File: config.mk
export PLATFORM = sky130hd
export DESIGN_NAME = owpr_responder
export DESIGN_NICKNAME = d
export VERILOG_FILES = /design/src/rtl/owpr_pkg.sv /design/src/rtl/owpr_sync.sv /design/src/rtl/owpr_low_meter.sv /design/src/rtl/owpr_presence_seq.sv /design/src/rtl/owpr_responder.sv
export SDC_FILE = /design/constraint.sdc
export NUM_CORES = 1
export LEC_CHECK = 0
export ABC_AREA = 0
export BUFFER_PORTS_ARGS = -buffer_cell sky130_fd_sc_hd__buf_2
export CAP_MARGIN = 20
export CORE_MARGIN = 3
export CORE_UTILIZATION = 59
export DETAILED_ROUTE_END_ITERATION = 8
export GPL_ROUTABILITY_DRIVEN = 1
export GPL_TIMING_DRIVEN = 0
export PLACE_DENSITY = 0.83
export SLEW_MARGIN = 10
export SYNTH_ARGS = -nofsm -noshare
export SYNTH_HDL_FRONTEND = slang
export SYNTH_SLANG_ARGS = --single-unit
export TNS_END_PERCENT = 10
File: constraint.sdc
create_clock -name clk -period 3.3 [get_ports clk]
set_clock_uncertainty 0.05 [all_clocks]
set_input_delay 0.165 -clock clk [delete_from_list [all_inputs] [get_ports clk]]
set_output_delay 0.165 -clock clk [all_outputs]
set_load 0.02 [all_outputs]
File: src/rtl/owpr_pkg.sv
package owpr_pkg;

  typedef enum logic [1:0] {PH_IDLE, PH_WAIT, PH_PULL} phase_t;
  typedef enum logic [1:0] {RK_NONE, RK_OVD, RK_STD} rst_kind_t;

  // Classify a finished low period by its length in ticks.
  function automatic rst_kind_t classify(input int unsigned low_us,
                                         input logic ovd,
                                         input int unsigned std_min,
                                         input int unsigned ovd_min);
    if (low_us >= std_min) return RK_STD;
    if (ovd && (low_us >= ovd_min)) return RK_OVD;
    return RK_NONE;
  endfunction

  // Length in ticks of a presence phase at the chosen speed.
  function automatic int unsigned phase_len(input phase_t ph, input logic ovd,
                                            input int unsigned std_wait,
                                            input int unsigned std_pull,
                                            input int unsigned ovd_wait,
                                            input int unsigned ovd_pull);
    case (ph)
      PH_WAIT: return ovd ? ovd_wait : std_wait;
      PH_PULL: return ovd ? ovd_pull : std_pull;
      default: return 32'd1;
    endcase
  endfunction

endpackage

File: src/rtl/owpr_sync.sv
module owpr_sync #(
  parameter int unsigned STAGES = 2
) (
  input  logic clk,
  input  logic rst_n,
  input  logic d,
  output logic q
);
  logic [STAGES-1:0] sh;

  always_ff @(posedge clk or negedge rst_n) begin
    if (!rst_n) sh <= '1;
    else        sh <= {sh[STAGES-2:0], d};
  end

  assign q = sh[STAGES-1];
endmodule

File: src/rtl/owpr_low_meter.sv
module owpr_low_meter #(
  parameter int unsigned CW = 9
) (
  input  logic          clk,
  input  logic          rst_n,
  input  logic          line_s,
  input  logic          tick_us,
  input  logic          hold,
  output logic [CW-1:0] low_cnt,
  output logic          rise_ev
);
  localparam logic [CW-1:0] SAT = '1;

  logic line_q;

  always_ff @(posedge clk or negedge rst_n) begin
    if (!rst_n) line_q <= 1'b1;
    else        line_q <= line_s;
  end

  always_ff @(posedge clk or negedge rst_n) begin
    if (!rst_n)                        low_cnt <= '0;
    else if (hold || line_s)           low_cnt <= '0;
    else if (tick_us && low_cnt != SAT) low_cnt <= low_cnt + 1'b1;
  end

  assign rise_ev = line_s & ~line_q;
endmodule

File: src/rtl/owpr_presence_seq.sv
module owpr_presence_seq
  import owpr_pkg::*;
#(
  parameter int unsigned STD_WAIT_US = 30,
  parameter int unsigned STD_PULL_US = 120,
  parameter int unsigned OVD_WAIT_US = 3,
  parameter int unsigned OVD_PULL_US = 12,
  parameter int unsigned CW          = 7
) (
  input  logic clk,
  input  logic rst_n,
  input  logic tick_us,
  input  logic start,
  input  logic start_ovd,
  output logic pull,
  output logic busy,
  output logic in_wait
);
  phase_t         phase;
  logic [CW-1:0]  cnt;
  logic           speed_ovd;
  logic           last_tick;

  assign last_tick = (32'(cnt) == phase_len(phase, speed_ovd, STD_WAIT_US,
                                            STD_PULL_US, OVD_WAIT_US,
                                            OVD_PULL_US) - 32'd1);

  always_ff @(posedge clk or negedge rst_n) begin
    if (!rst_n) begin
      phase     <= PH_IDLE;
      cnt       <= '0;
      speed_ovd <= 1'b0;
    end else if (start && phase == PH_IDLE) begin
      phase     <= PH_WAIT;
      cnt       <= '0;
      speed_ovd <= start_ovd;
    end else if (tick_us && phase != PH_IDLE) begin
      if (last_tick) begin
        cnt   <= '0;
        phase <= (phase == PH_WAIT) ? PH_PULL : PH_IDLE;
      end else begin
        cnt <= cnt + 1'b1;
      end
    end
  end

  assign pull    = (phase == PH_PULL);
  assign busy    = (phase != PH_IDLE);
  assign in_wait = (phase == PH_WAIT);
endmodule

File: src/rtl/owpr_responder.sv
module owpr_responder
  import owpr_pkg::*;
#(
  parameter int unsigned STD_RESET_US = 480,
  parameter int unsigned OVD_RESET_US = 48,
  parameter int unsigned STD_WAIT_US  = 30,
  parameter int unsigned STD_PULL_US  = 120,
  parameter int unsigned OVD_WAIT_US  = 3,
  parameter int unsigned OVD_PULL_US  = 12,
  parameter int unsigned SYNC_STAGES  = 2
) (
  input  logic clk,
  input  logic rst_n,
  input  logic tick_us,
  input  logic line_in,
  input  logic ovd_enter,
  output logic line_pull,
  output logic reset_det,
  output logic ovd_mode
);
  localparam int unsigned LCW     = $clog2(STD_RESET_US + 2);
  localparam int unsigned MAX_STD = (STD_WAIT_US > STD_PULL_US) ? STD_WAIT_US : STD_PULL_US;
  localparam int unsigned MAX_OVD = (OVD_WAIT_US > OVD_PULL_US) ? OVD_WAIT_US : OVD_PULL_US;
  localparam int unsigned MAX_LEN = (MAX_STD > MAX_OVD) ? MAX_STD : MAX_OVD;
  localparam int unsigned PCW     = $clog2(MAX_LEN + 1);

  logic           line_s;
  logic [LCW-1:0] low_cnt;
  logic           rise_ev;
  logic           busy;
  logic           in_wait;
  rst_kind_t      kind;
  logic           rst_ev;
  logic           std_ev;

  owpr_sync #(.STAGES(SYNC_STAGES)) u_sync (
    .clk(clk), .rst_n(rst_n), .d(line_in), .q(line_s)
  );

  owpr_low_meter #(.CW(LCW)) u_meter (
    .clk(clk), .rst_n(rst_n), .line_s(line_s), .tick_us(tick_us),
    .hold(busy), .low_cnt(low_cnt), .rise_ev(rise_ev)
  );

  assign kind   = classify(32'(low_cnt), ovd_mode, STD_RESET_US, OVD_RESET_US);
  assign rst_ev = rise_ev & ~busy & (kind != RK_NONE);
  assign std_ev = rst_ev & (kind == RK_STD);

  owpr_presence_seq #(
    .STD_WAIT_US(STD_WAIT_US), .STD_PULL_US(STD_PULL_US),
    .OVD_WAIT_US(OVD_WAIT_US), .OVD_PULL_US(OVD_PULL_US), .CW(PCW)
  ) u_seq (
    .clk(clk), .rst_n(rst_n), .tick_us(tick_us), .start(rst_ev),
    .start_ovd(kind == RK_OVD), .pull(line_pull), .busy(busy),
    .in_wait(in_wait)
  );

  always_ff @(posedge clk or negedge rst_n) begin
    if (!rst_n) begin
      reset_det <= 1'b0;
      ovd_mode  <= 1'b0;
    end else begin
      reset_det <= rst_ev;
      if (std_ev)         ovd_mode <= 1'b0;
      else if (ovd_enter) ovd_mode <= 1'b1;
    end
  end
endmodule

==> results.sh <==
export IMPL_drive_gt1_share_pct=11.8
export IMPL_clock_root_buffer="clkbuf_4"
export IMPL_dp_hpwl_um=1940
export IMPL_ys_ff_latch=24
export IMPL_synth_flop_cell="dfrtp_1"
export IMPL_grt_usage_pct=19.8
export IMPL_grt_pass1_wl_um=4260
export IMPL_tightest_slew_ps=513
export IMPL_drt_wl_total_um=2680
export IMPL_cp_end_kind="flip-flop"
export IMPL_worstPathRequired_ps=3490
export IMPL_synth_edf_count=0
export IMPL_yosysSeqAreaShare_pct=42.6
export IMPL_drt_iter0_drc=34
export IMPL_die_w_um=55.1
export IMPL_cts_setup_buffers=0
export IMPL_die_h_um=55.1
export IMPL_cts_made_buffers=3
export IMPL_use_met1_pct=27.2
export IMPL_clk_pin_slew_ps=130
export IMPL_netlist_instances=155
export IMPL_drt_pass1_iter_count=4
export IMPL_yosys_area_top_type_share_pct=37.0
export IMPL_rsz0062_at_grt="false"
export IMPL_post_place_ws_ps=858
export IMPL_vias=1146
export IMPL_fin_nets=183
export IMPL_crit_path_max_fanout=10
export IMPL_cts_sinks=24
export IMPL_ys_warn_count=0
export IMPL_synth_cell_area_um2=1420
export IMPL_drc=0
export IMPL_relSlewSlack_pct=65.8
export IMPL_syn_area_per_cell_um2=9.16
export IMPL_grt_max_degree=25
export IMPL_insertion_delay_ps=320
export IMPL_hold_path_class="primary input to flip-flop"
export IMPL_ir_worst_vdd_mv=0.656
export IMPL_detail_route_wl_per_cell_um=13.6
export IMPL_place_gp_congestion=0.785
export IMPL_floorplan_initialDensity_pct=63.0
export IMPL_use_met3_pct=4.29
export IMPL_rows=17
export IMPL_crit_type="flip-flop to flip-flop"
export IMPL_ys_types=42
export IMPL_cts_hold_buf=3
export IMPL_outcome="completed"
export IMPL_netlist_top_cells_area="dfrtp_1, ha_1, xor2_1"
export IMPL_die_area_um2=3030
export IMPL_powerDensity_nw_per_um2=693
export IMPL_max_freq_ghz=0.401
export IMPL_io_buffers=7
export IMPL_finalHoldViolCount=0
export IMPL_ctsResizeCount=0
export IMPL_slew_viol_final=0
export IMPL_cts_tree="built"
export IMPL_antenna_found_initial=0
export IMPL_place_area_um2=1490
export IMPL_post_route_period_util_pct=75.5
export IMPL_synthMostInstantiatedCell="nor2_1"
export IMPL_ios=8
export IMPL_fin_tns_setup_ps=0
export IMPL_period_needed_ps=2490
export IMPL_syn_nets=168
export IMPL_postRouteAntennaNets=0
export IMPL_nFillCells=184
export IMPL_overflow=0
export IMPL_synth_common_cells="nor2_1, dfrtp_1, nand2_1, xor2_1"
export IMPL_coreArea_um2=2250
export IMPL_cp_data_arrival_time_ps=2680
export IMPL_htreeDepth=1
export IMPL_clockBufferDepth=2
export IMPL_drv_cap=0
export IMPL_async_flop_share_pct=100
export IMPL_setup_viol=0
export IMPL_worstSetupStartpointType="flip-flop"
export IMPL_p_leak_nw=0.712
export IMPL_gr_usage_met2_pct=30.7
export IMPL_ff2ff_setup_slack_ps=810
export IMPL_antenna_cells_inserted=0
export IMPL_yosysTopAreaCell="dfrtp_1"
export IMPL_setup_slack_ps=809
export IMPL_final_area_um2=1570
export IMPL_syn_to_final_growth_pct=10.7
export IMPL_grt_pass1_vias=1001
export IMPL_viasPerCell=5.82
export IMPL_grt_busiest_layer="met2"
## path summary, 6_finish.rpt
| path | from | end | cells after the start |
|---|---|---|---|
| min reg2reg | u_sync.sh[0]$_DFF_PN1_ | u_sync.sh[1]$_DFF_PN1_ | 0 |
| max reg2reg | u_seq.phase[1]$_DFFE_PN0P_ | u_seq.phase[1]$_DFFE_PN0P_ | 9 |
| max in group asynchronous | rst_n | u_sync.sh[0]$_DFF_PN1_ | 2 |
| min in group asynchronous | rst_n | u_seq.speed_ovd$_DFFE_PN0N_ | 2 |
| min | tick_us | u_seq.cnt[0]$_DFFE_PN0P_ | 3 |
| max | u_seq.phase[1]$_DFFE_PN0P_ | u_seq.phase[1]$_DFFE_PN0P_ | 9 |
## layer usage
metal  vias up  wire length [um]
met4         0                23
met1       543              1260
li1        566                 -
met2        35              1280
met5         -                 0
met3         2               120
## per-stage QoR
step                power [W]  utilization, %  hold slack (ps)  std cells
floorplan            0.000766               -             -181        155
global placement     0.000845            66.1              106        190
detailed placement   0.000867            66.1              116        190
CTS                   0.00109            69.8              118        197
global route          0.00116            69.8              147        197
finish                0.00109            69.8              131        197
## cell families after synthesis
logic type | Yosys count | share of synthesized area (%)
AOI/OAI and AO/OA | 26 | 12.2
xor gates and xnor gates | 12 | 7.40
buffers and inverters | 15 | 4.32
DFF | 24 | 42.6
and+or+nand+nor | 68 | 25.1
adders and majority gates | 8 | 7.05
muxes | 2 | 1.41
## area by class of cell
class | count | area (um^2) | share of cell area [%]
buffer | 7 | 31.3 | 1.99
clock buffer | 3 | 22.5 | 1.43
clock inverter | 1 | 30.0 | 1.91
inverter | 8 | 30.0 | 1.91
multi-input combinational | 116 | 754 | 48.0
sequential | 24 | 604 | 38.4
tap | 28 | 35.0 | 2.23
timing repair buffer | 10 | 65.1 | 4.14
## state kept, by name, summed over array words and instances (netlist names)
signal           flops
u_meter.low_cnt      9
u_seq.cnt            7
u_seq.phase          2
u_sync.sh            2
ovd_mode             1
reset_det            1
u_meter.line_q       1
u_seq.speed_ovd      1
## worst max-delay path, stage by stage, from the launching register on
cell and delay, ps:
dfrtp_1 430, inv_1 90, ha_1 170, buf_4 170, or3b_1 350, o221ai_1 80, a21oi_1 100, or4_4 540
or3_1 320, o211ai_1 100
## power by group
part | switching [W] | internal, W
clock | 0.0000915 | 0.000123
combinational | 0.000276 | 0.000208
sequential | 0.0000507 | 0.000341
total | 0.000418 | 0.000672
## layout by cell type, fill, tap and decap left out, types with 4 or more instances in the layout
master	instances
clkbuf_1	4
xor2_1	11
inv_1	8
ha_1	8
nor2_1	22
nand3_1	5
nand4_1	6
and3_1	4
a21oi_1	7
nand2_1	11
dfrtp_1	21
o21ai_0	4
buf_2	8
nor2b_1	4
Note: power is estimated with default switching activity, not from simulation.
